`config.mk`:
```
export PLATFORM = sky130hd
export DESIGN_NAME = interval_tod_timer
export DESIGN_NICKNAME = d
export VERILOG_FILES = /design/src/rtl/timer_pkg.sv /design/src/rtl/interval_gen.sv /design/src/rtl/irq_encode.sv /design/src/rtl/tod_counter.sv /design/src/rtl/interval_tod_timer.sv
export SDC_FILE = /design/constraint.sdc
export NUM_CORES = 1
export LEC_CHECK = 0
export BUFFER_PORTS_ARGS = -buffer_cell sky130_fd_sc_hd__buf_2
export CORE_UTILIZATION = 40
export CTS_CLUSTER_SIZE = 12
export DETAILED_ROUTE_END_ITERATION = 16
export PLACE_DENSITY = 0.57
export SLEW_MARGIN = 20
export SYNTH_ARGS = -nofsm -noshare
export SYNTH_HDL_FRONTEND = slang
export SYNTH_SLANG_ARGS = --single-unit
```
`constraint.sdc`:
```
create_clock -name clk -period 6.01 [get_ports clk]
set_input_delay 0.3005 -clock clk [delete_from_list [all_inputs] [get_ports clk]]
set_output_delay 0.3005 -clock clk [all_outputs]
set_load 0.005 [all_outputs]
```
`src/rtl/timer_pkg.sv`:
```
package timer_pkg;
  // Register offsets (byte addresses as seen by software)
  localparam int OFS_CTRL   = 'h00;
  localparam int OFS_THR    = 'h10;
  localparam int OFS_COUNT  = 'h14;
  localparam int OFS_PERIOD = 'h18;
  localparam int OFS_SECHI  = 'h20;
  localparam int OFS_SECLO  = 'h24;
  localparam int OFS_NSEC   = 'h28;

  // Control word field placement (decoded by software drivers)
  localparam int RUN_BIT  = 26;
  localparam int PRIO_LSB = 20;
  localparam int NUM_LSB  = 12;

  localparam int BUS_W    = 32;
  localparam int SEC_W    = 64;
  localparam longint NS_PER_SEC = 1000000000;
endpackage

```
`src/rtl/interval_gen.sv`:
```
module interval_gen #(
  parameter int CNT_W = 32
) (
  input  logic             clk,
  input  logic             rst,
  input  logic             run,
  input  logic [CNT_W-1:0] limit,
  output logic [CNT_W-1:0] count,
  output logic             due
);
  logic [CNT_W:0] next_cnt;

  assign next_cnt = {1'b0, count} + {{CNT_W{1'b0}}, 1'b1};
  // Reload on reaching or passing the limit, so a lowered limit cannot strand the count
  assign due = run && (limit != '0) && (next_cnt >= {1'b0, limit});

  always_ff @(posedge clk) begin
    if (rst || !run || limit == '0) begin
      count <= '0;
    end else if (due) begin
      count <= '0;
    end else begin
      count <= next_cnt[CNT_W-1:0];
    end
  end
endmodule

```
`src/rtl/irq_encode.sv`:
```
module irq_encode #(
  parameter bit COMPACT = 1'b1,
  parameter int NUM_W   = 8,
  parameter int PRIO_W  = 4
) (
  input  logic [NUM_W-1:0]  num_in,
  input  logic [PRIO_W-1:0] prio_in,
  output logic [NUM_W-1:0]  num_out
);
  localparam int LOW_W = NUM_W - 2;
  localparam logic [NUM_W-1:0] LOW_MASK = NUM_W'((1 << LOW_W) - 1);
  localparam logic [NUM_W-1:0] BASE     = NUM_W'(1 << LOW_W);

  generate
    if (COMPACT) begin : g_compact
      // Upper two bits forced to 01; priority folded in above bit 1
      assign num_out = BASE | (num_in & LOW_MASK) | (NUM_W'(prio_in) << 2);
    end else begin : g_plain
      assign num_out = num_in;
    end
  endgenerate
endmodule

```
`src/rtl/tod_counter.sv`:
```
module tod_counter #(
  parameter int     NS_W      = 32,
  parameter int     SEC_W     = 64,
  parameter int     PERIOD_NS = 20,
  parameter longint ONE_SEC   = 1000000000
) (
  input  logic             clk,
  input  logic             rst,
  input  logic             ld_hi,
  input  logic             ld_lo,
  input  logic             ld_ns,
  input  logic [31:0]      wdata,
  output logic [NS_W-1:0]  nsec,
  output logic [SEC_W-1:0] secs
);
  localparam logic [NS_W:0] LIM  = (NS_W+1)'(ONE_SEC);
  localparam logic [NS_W:0] STEP = (NS_W+1)'(PERIOD_NS);
  localparam int HALF = SEC_W / 2;

  logic [NS_W:0]    ns_sum;
  logic             wrap;
  logic [NS_W-1:0]  ns_nxt;
  logic [SEC_W-1:0] sec_nxt;

  assign ns_sum = {1'b0, nsec} + STEP;
  assign wrap   = ns_sum >= LIM;

  always_comb begin
    ns_nxt  = wrap ? NS_W'(ns_sum - LIM) : ns_sum[NS_W-1:0];
    sec_nxt = secs + SEC_W'(wrap);
    if (ld_ns) ns_nxt = NS_W'(wdata);
    if (ld_hi) sec_nxt[SEC_W-1:HALF] = HALF'(wdata);
    if (ld_lo) sec_nxt[HALF-1:0]     = HALF'(wdata);
  end

  always_ff @(posedge clk) begin
    if (rst) begin
      nsec <= '0;
      secs <= '0;
    end else begin
      nsec <= ns_nxt;
      secs <= sec_nxt;
    end
  end
endmodule

```
`src/rtl/interval_tod_timer.sv`:
```
module interval_tod_timer
  import timer_pkg::*;
#(
  parameter int ADDR_W    = 8,
  parameter int CNT_W     = 32,
  parameter int NUM_W     = 8,
  parameter int PRIO_W    = 4,
  parameter int PERIOD_NS = 20,
  parameter bit COMPACT   = 1'b1
) (
  input  logic              clk,
  input  logic              rst,
  input  logic              bus_rd,
  input  logic              bus_wr,
  input  logic [ADDR_W-1:0] bus_addr,
  input  logic [BUS_W-1:0]  bus_wdata,
  output logic [BUS_W-1:0]  bus_rdata,
  output logic              irq_pulse,
  output logic [NUM_W-1:0]  irq_num,
  output logic [PRIO_W-1:0] irq_prio
);
  localparam int NS_W = 32;
  localparam int HALF = SEC_W / 2;

  logic              run_q;
  logic [PRIO_W-1:0] prio_q;
  logic [NUM_W-1:0]  num_q;
  logic [CNT_W-1:0]  thr_q;
  logic [CNT_W-1:0]  cnt_w;
  logic              due_w;
  logic [NUM_W-1:0]  num_enc;
  logic [NS_W-1:0]   ns_w;
  logic [SEC_W-1:0]  sec_w;
  logic              wr_ctrl, wr_thr, wr_hi, wr_lo, wr_ns;
  logic [BUS_W-1:0]  ctrl_word;

  assign wr_ctrl = bus_wr && bus_addr == ADDR_W'(OFS_CTRL);
  assign wr_thr  = bus_wr && bus_addr == ADDR_W'(OFS_THR);
  assign wr_hi   = bus_wr && bus_addr == ADDR_W'(OFS_SECHI);
  assign wr_lo   = bus_wr && bus_addr == ADDR_W'(OFS_SECLO);
  assign wr_ns   = bus_wr && bus_addr == ADDR_W'(OFS_NSEC);

  assign ctrl_word = (BUS_W'(run_q)  << RUN_BIT)
                   | (BUS_W'(prio_q) << PRIO_LSB)
                   | (BUS_W'(num_q)  << NUM_LSB);

  always_ff @(posedge clk) begin
    if (rst) begin
      run_q  <= 1'b0;
      prio_q <= '0;
      num_q  <= '0;
      thr_q  <= '0;
    end else begin
      if (wr_ctrl) begin
        run_q  <= bus_wdata[RUN_BIT];
        prio_q <= bus_wdata[PRIO_LSB +: PRIO_W];
        num_q  <= bus_wdata[NUM_LSB +: NUM_W];
      end
      if (wr_thr) thr_q <= CNT_W'(bus_wdata);
    end
  end

  interval_gen #(.CNT_W(CNT_W)) u_int (
    .clk   (clk),
    .rst   (rst),
    .run   (run_q),
    .limit (thr_q),
    .count (cnt_w),
    .due   (due_w)
  );

  irq_encode #(.COMPACT(COMPACT), .NUM_W(NUM_W), .PRIO_W(PRIO_W)) u_enc (
    .num_in  (num_q),
    .prio_in (prio_q),
    .num_out (num_enc)
  );

  tod_counter #(
    .NS_W(NS_W), .SEC_W(SEC_W), .PERIOD_NS(PERIOD_NS), .ONE_SEC(NS_PER_SEC)
  ) u_tod (
    .clk   (clk),
    .rst   (rst),
    .ld_hi (wr_hi),
    .ld_lo (wr_lo),
    .ld_ns (wr_ns),
    .wdata (bus_wdata),
    .nsec  (ns_w),
    .secs  (sec_w)
  );

  // Registered interrupt request: number and priority travel with the pulse
  always_ff @(posedge clk) begin
    if (rst) begin
      irq_pulse <= 1'b0;
      irq_num   <= '0;
      irq_prio  <= '0;
    end else begin
      irq_pulse <= due_w;
      irq_num   <= due_w ? num_enc : '0;
      irq_prio  <= due_w ? prio_q  : '0;
    end
  end

  // Registered read port, one cycle of latency
  always_ff @(posedge clk) begin
    if (rst) begin
      bus_rdata <= '0;
    end else if (bus_rd) begin
      case (bus_addr)
        ADDR_W'(OFS_CTRL):   bus_rdata <= ctrl_word;
        ADDR_W'(OFS_THR):    bus_rdata <= BUS_W'(thr_q);
        ADDR_W'(OFS_COUNT):  bus_rdata <= BUS_W'(cnt_w);
        ADDR_W'(OFS_PERIOD): bus_rdata <= BUS_W'(PERIOD_NS);
        ADDR_W'(OFS_SECHI):  bus_rdata <= BUS_W'(sec_w[SEC_W-1:HALF]);
        ADDR_W'(OFS_SECLO):  bus_rdata <= BUS_W'(sec_w[HALF-1:0]);
        ADDR_W'(OFS_NSEC):   bus_rdata <= BUS_W'(ns_w);
        default:             bus_rdata <= '0;
      endcase
    end
  end
endmodule

```
==> flow_summary.yaml, run 1 <==
floorplan:
  die_h_um: 177
  die-width_um: 177
  num_io_pins: 89
  core_mm2: 0.0300
  die_area_mm2: 0.0314
  initial_core_util_pct: 41.0
  rows: 63
timing:
  slew_headroom_pct: 26.7
  setup-violations-final: 0
  maxSlewViolCount: 0
  fmax_mhz: 172
  rsz0062_at_grt: "false"
  tightest_slew_ns: 1.10
  hold_ws_ns: 0.0696
  period_needed_ns: 5.83
  post-route-period-util_pct: 97.0
  skew_ns: 0.0130
  hold_viol: 0
  fin_setup_tns_ns: 0
routing:
  wl_met1_um: 18200
  drt_iter0_drc: 1108
  highest_layer: "met4"
  drc: 0
  routed_via_density: 5.91
  route.met3.wl_um: 2220
  wl_um: 41300
  post_drt_wl_per_cell_um: 20.9
  ant_nets: 0
  vias: 11700
  drt_pre_antenna_iters: 6
  wl_met2_um: 19100
logic_synthesis:
  ys_warn_count: 0
  synth_xor_area_share_pct: 8.77
  ys_types: 77
  synth_top_area_share_pct: 35.4
  ys_seq_area_share_pct: 35.4
  synth_compound_area_share_pct: 21.7
  synth_top_family_by_area: "simple AND/OR/NAND/NOR gates"
  synth_edf_count: 0
  synth_top_area_cell: "dfxtp_1"
  synth-simple-area-share_pct: 24.8
  syn_nets: 1626
  syn_inst: 1544
  synthMuxAreaShare_pct: 0.255
  async_reset_ff_share_pct: 0
  ys.flop_type: "dfxtp_1"
  synth.avg_cell_area_um2: 7.95
  synth-adder-area-share_pct: 3.87
  syn_area_mm2: 0.0123
  ys_seq_elements: 217
  ys_top_cells_by_area: "dfxtp_1 35%, nand2_1 6.2%, a21oi_1 5.5%, nor2_1 4.9%, xnor2_1 4.6%"
clock_tree:
  clk_path_buf_depth: 3
  cts_tree: "done"
  numCtsBuffers: 25
  clkLatencyLatePin_ns: 0.53
  htree_levels: 1
  root_buffer: "clkbuf_16"
  clkSlewWorstSetupHoldPaths_ns: 0.06
  clock-sinks: 217
run:
  drv_cap: 0
setup_path:
  arrival_ns: 6.26
  crit_chain: "ha_1 > o211ai_4 > or3_4 > or4_4 > a31oi_4 > o41a_2 > o22ai_4 > or2_4 > inv_2 > ha_1 > and4_1 > nand2b_1 > or2_2 > or3_1 > nor4_2 > nor2b_4 > nand2_1 > or3_1 > a311oi_1"
  cp-start-kind: "flip-flop"
  cp_max_fo: 12
  worst_path_max_delay_cell: "or4_4"
  r2r_end: "u_tod.secs[61]$_SDFF_PP0_"
  reg2reg_from: "u_tod.nsec[2]$_SDFF_PP0_"
  cp-end-kind: "flip-flop"
  crit_required_ns: 6.44
  path_class: "reg -> reg"
  rr_worst_depth: 19
  max_stage_delay_ns: 0.56
  r2r_setup_slack_ns: 0.18
placement:
  io_buffers: 87
  placed_cell_area_mm2: 0.0129
  place_congestion: 0.907
  dp_hpwl_um: 30000
hold_path:
  hold_class: "in -> reg"
  hold_start: "bus_wdata[1]"
  hold-path-cell-count: 3
  hold_path_end: "u_tod.nsec[1]$_SDFFE_PP0P_"
finish:
  nNetsFinal: 1654
  seqCellArea_mm2: 0.00434
  multi_input_area_mm2: 0.00738
  diodes: 0
  syn_to_final_growth_pct: 12.8
  final_cell_area_mm2: 0.0138
  finish.utilization_pct: 46.2
  drive_gt1_share_pct: 12.1
  fill_cells: 3015
power:
  power.leakage_nw: 4.84
  ir_worst_vdd_mv: 0.200
  power_density_mw_per_mm2: 230
global_route:
  globalRouteTotalUtil_pct: 26.2
  antenna_found_initial: 0
  grt_max_degree: 94
  grt_pass1_vias: 10900
  grt_pass1_wl_um: 63800
  overflow: 0
run_status:
  status: "finished clean"
stage by stage:
stage / power, mW / std cells / setup slack, ns
2_1_floorplan: 1.54 / 1544 / 0.690
3_3_place_gp: 1.60 / 1935 / 0.188
3_5_place_dp: 1.60 / 1935 / 0.102
4_1_cts: 3.21 / 1979 / 0.0480
5_1_grt: 3.27 / 1979 / 0.00387
6_report: 3.19 / 1979 / 0.180
logic make-up (layout without fill, tap and decap cells):
logic type      after synthesis  after routing
simple gates                622            622
compound gates              388            388
flops                       217            217
buf+inv                     152            197
xor+xnor                    123            123
fa+ha+maj                    38             38
mux                           3              3
other cells                   1              1
flip-flops by register name, summed over array words and instances (netlist names), 7 cells and up:
| register | count |
|---|---|
| irq_num | 7 |
| u_int.count | 32 |
| bus_rdata | 32 |
| num_q | 8 |
| u_tod.nsec | 32 |
| thr_q | 32 |
| u_tod.secs | 64 |
cell usage in the layout, fill, tap and decap left out, types with 26 or more instances in the layout:
master	count
dfxtp_1	217
nand2_1	201
nor2_1	154
a21oi_1	133
buf_2	86
a211oi_1	67
xnor2_1	65
xor2_1	58
a22oi_1	56
nand3_1	51
inv_1	43
ha_1	38
nand4_1	36
and3_1	29
nor3b_1	26
synth_stat cells, types with 5 or more instances:
cell type and number:
and3_1 29, a311oi_1 6, nor4_1 18, buf_2 13, and2_1 8, nor3b_1 27
o211a_1 6, nand4_1 36, or3_1 15, a21o_1 15, buf_4 5, nor2_1 160
nand3b_1 8, a21oi_1 135, inv_1 44, and4_1 11, a211oi_1 67, nand2_1 204
a31oi_1 19, xnor2_1 65, a22oi_1 56, nor3_1 24, dfxtp_1 217, clkbuf_1 84
nand3_1 51, o21ai_0 26, a222oi_1 19, nor2b_1 6, xor2_1 58, ha_1 38
or2_2 5
layer usage:
metal,global-route usage [%],vias to the layer above
li1,-,5610
met1,34.5,5599
met2,43.6,397
met3,2.66,89
met4,10.7,0
met5,0,-
how the worst max path moves through the flow:
| stage | startpoint | slack [ns] | end |
|---|---|---|---|
| 5_1_grt | u_tod.nsec[2]$_SDFF_PP0_ | 0.004 | u_tod.secs[63]$_SDFF_PP0_ |
| 6_report | u_tod.nsec[2]$_SDFF_PP0_ | 0.18 | u_tod.secs[61]$_SDFF_PP0_ |
| 3_5_place_dp | u_tod.nsec[2]$_SDFF_PP0_ | 0.10 | u_tod.secs[61]$_SDFF_PP0_ |
| 4_1_cts | u_tod.nsec[2]$_SDFF_PP0_ | 0.05 | u_tod.secs[61]$_SDFF_PP0_ |
| 2_1_floorplan | u_tod.nsec[2]$_SDFF_PP0_ | 0.69 | u_tod.secs[60]$_SDFF_PP0_ |
| 3_3_place_gp | u_tod.nsec[2]$_SDFF_PP0_ | 0.19 | u_tod.secs[61]$_SDFF_PP0_ |
power by group:
part	internal [mW]	switching (mW)	total (mW)
Clock	0.997	0.623	1.62
Combinational	0.0292	0.0802	0.109
Sequential	1.44	0.0134	1.46
Total	2.47	0.717	3.19
critical path: cells and delay by family, from the launching register on:
family | cells | cell delay, ns
buf+inv | 1 | 0.18
simple gates | 11 | 3.52
compound gates | 5 | 1.01
flops | 1 | 0.46
fa+ha+maj | 2 | 0.54
repair_timing:
action                                  CTS  global route
buffers inserted                          0             0
hold buffers                              0             0
endpoints found under the hold margin     0             0
endpoints found under the setup margin    0             9
resized for setup                         0             8
layout make-up:
class / instances / area share (%)
Tap cell: 390 / 3.52
Multi-Input combinational cell: 1175 / 53.3
Inverter: 45 / 1.22
Clock buffer: 37 / 5.21
Timing Repair Buffer: 108 / 4.33
Sequential cell: 217 / 31.4
Clock inverter: 7 / 1.02
Power figures use the tool's default switching activity.
==> run 2, diff against run 1 <==
--- a/config.mk
+++ b/config.mk
@@ -6,6 +6,7 @@
 export NUM_CORES = 1
 export LEC_CHECK = 0
 export BUFFER_PORTS_ARGS = -buffer_cell sky130_fd_sc_hd__buf_2
+export CORE_MARGIN = 4
 export CORE_UTILIZATION = 40
 export CTS_CLUSTER_SIZE = 12
 export DETAILED_ROUTE_END_ITERATION = 16
==> flow_summary.yaml, run 2 (same netlist as run 1, synthesis figures left out) <==
clock_tree:
  htree_levels: 1
  clkSlewWorstSetupHoldPaths_ns: 0.06
  root_buffer: "clkbuf_16"
  clk_path_buf_depth: 3
  clkLatencyLatePin_ns: 0.54
  cts_tree: "done"
  clock-sinks: 217
  post_cts_buffers: 0
  numCtsBuffers: 26
global_route:
  overflow: 0
  grt_use_met1_pct: 33.9
  globalRouteTotalUtil_pct: 24.5
  grt_max_degree: 95
  grt_pass1_vias: 11000
  gr-usage-met3_pct: 2.64
  grt_pass1_wl_um: 65300
  antenna_found_initial: 0
  grt.busiest_layer: "met2"
  grtUsageMet2_pct: 40.0
timing:
  post-route-period-util_pct: 93.5
  fin_setup_tns_ns: 0
  maxSlewViolCount: 0
  tightest_slew_ns: 1.04
  rsz0062_at_grt: "false"
  fmax_mhz: 178
  setup-violations-final: 0
  hold_viol: 0
  period_needed_ns: 5.62
  slew_headroom_pct: 30.9
  skew_ns: 0.0152
floorplan:
  die-width_um: 183
  num_io_pins: 89
  initial_core_util_pct: 41.0
  die_area_mm2: 0.0336
  rows: 63
  die_h_um: 183
  core_mm2: 0.0300
setup_path:
  crit_required_ns: 6.45
  cp-end-kind: "flip-flop"
  cp-start-kind: "flip-flop"
  cp_max_fo: 12
  arrival_ns: 6.05
  r2r_setup_slack_ns: 0.39
  path_class: "reg -> reg"
run_status:
  status: "finished clean"
finish:
  finish.utilization_pct: 46.6
  layout_commonest_cell: "dfxtp_1"
  syn_to_final_growth_pct: 13.6
  drive_gt1_share_pct: 13.0
  final_cell_mix: "216 x dfxtp_1, 201 x nand2_1, 154 x nor2_1"
  diodes: 0
  largest_reg_flops: 64
  top_register: "u_tod.secs"
  nNetsFinal: 1659
routing:
  post_drt_wl_per_cell_um: 21.2
  drc: 0
  drt_pre_antenna_iters: 6
  vias: 11600
  routed_via_density: 5.86
  ant_nets: 0
  drt_iter0_drc: 1380
  wl_um: 42100
power:
  power_density_mw_per_mm2: 234
  power.leakage_nw: 4.92
  clkPwrFrac_pct: 52.0
  seqPwrFrac_pct: 44.7
  switching_share_pct: 22.8
  combPwrFrac_pct: 3.4
  internal_power_mw: 2.52
  p_switching_mw: 0.744
  ir_worst_vdd_mv: 0.241
placement:
  io_buffers: 87
  place_congestion: 0.934
  dp_hpwl_um: 30700
run:
  drv_cap: 0
hold_path:
  hold_class: "in -> reg"
run 2: cell count changes in the layout (fill, tap and decap cells not counted), moves of 2 or more:
cell / change
clkbuf_1: -5
clkinv_2: +5
buf_4: +4
clkbuf_8: +3
clkbuf_16: +2
run 2: through the flow:
stage / cells / setup WS, ns / cell area, um^2 / total power [mW] / hold slack [ns]
finish: 1987 / 0.393 / 13900 / 3.26 / 0.0568
global route: 1987 / 0.0392 / 13900 / 3.35 / 0.0525
CTS: 1987 / 0.0437 / 13900 / 3.28 / 0.0474
detailed placement: 1939 / 0.0689 / 13000 / 1.60 / 0.454
global placement: 1939 / 0.209 / 13000 / 1.60 / 0.446
floorplan: 1544 / 0.690 / 12300 / 1.54 / 0.436
run 2: final cells by class:
cell class              count  area [um^2]
clock buffers              37          793
flip-flops and latches    217         4350
multi-input cells        1175         7390
repair buffers            112          629
well taps                 390          488
fillers                  2986        16000
clock inverters            11          136
inverters                  45          169
run 2: power by group through the flow:
stage	combinational (mW)	clock [mW]	sequential, mW
6_report	0.110	1.69	1.46
3_5_place_dp	0.109	0	1.49
5_1_grt	0.117	1.78	1.46
4_1_cts	0.109	1.72	1.46
2_1_floorplan	0.0631	0	1.48
3_3_place_gp	0.110	0	1.49
run 2: worst paths after layout:
path	start	to	depth (start not counted)
setup / recovery	u_tod.nsec[3]$_SDFF_PP0_	u_tod.secs[61]$_SDFF_PP0_	19
hold / removal	bus_wdata[4]	u_tod.nsec[4]$_SDFF_PP0_	3
setup reg to reg	u_tod.nsec[3]$_SDFF_PP0_	u_tod.secs[61]$_SDFF_PP0_	19
hold reg to reg	num_q[7]$_SDFFE_PP0P_	num_q[7]$_SDFFE_PP0P_	2
run 2: repair_timing:
action / CTS / global route
hold endpoints to repair: 0 / 0
gates resized for setup: 0 / 11
endpoints found under the setup margin: 0 / 14
hold buffers: 0 / 0
run 2: per-layer routing:
metal  share of wire (%)  up-vias  routed length (um)
met1                  45     5490               18700
met2                  46      429               19400
met4                 3.8        0                1620
met5                   0        -                   0
met3                 5.6       85                2350
li1                    -     5630                   -
run 2: critical path, stage by stage, from the launching register on:
cell and delay, ns:
dfxtp_1 0.41, ha_2 0.28, o211ai_4 0.16, or3_4 0.50
or4_4 0.56, a31oi_4 0.22, o41a_2 0.22, o22ai_4 0.12
or2_4 0.32, inv_2 0.17, ha_1 0.22, and4_1 0.24
nand2b_1 0.14, or2_2 0.36, or3_1 0.40, nor4_4 0.22
nor2b_4 0.25, nand2_1 0.13, or3_1 0.32, a311oi_1 0.25
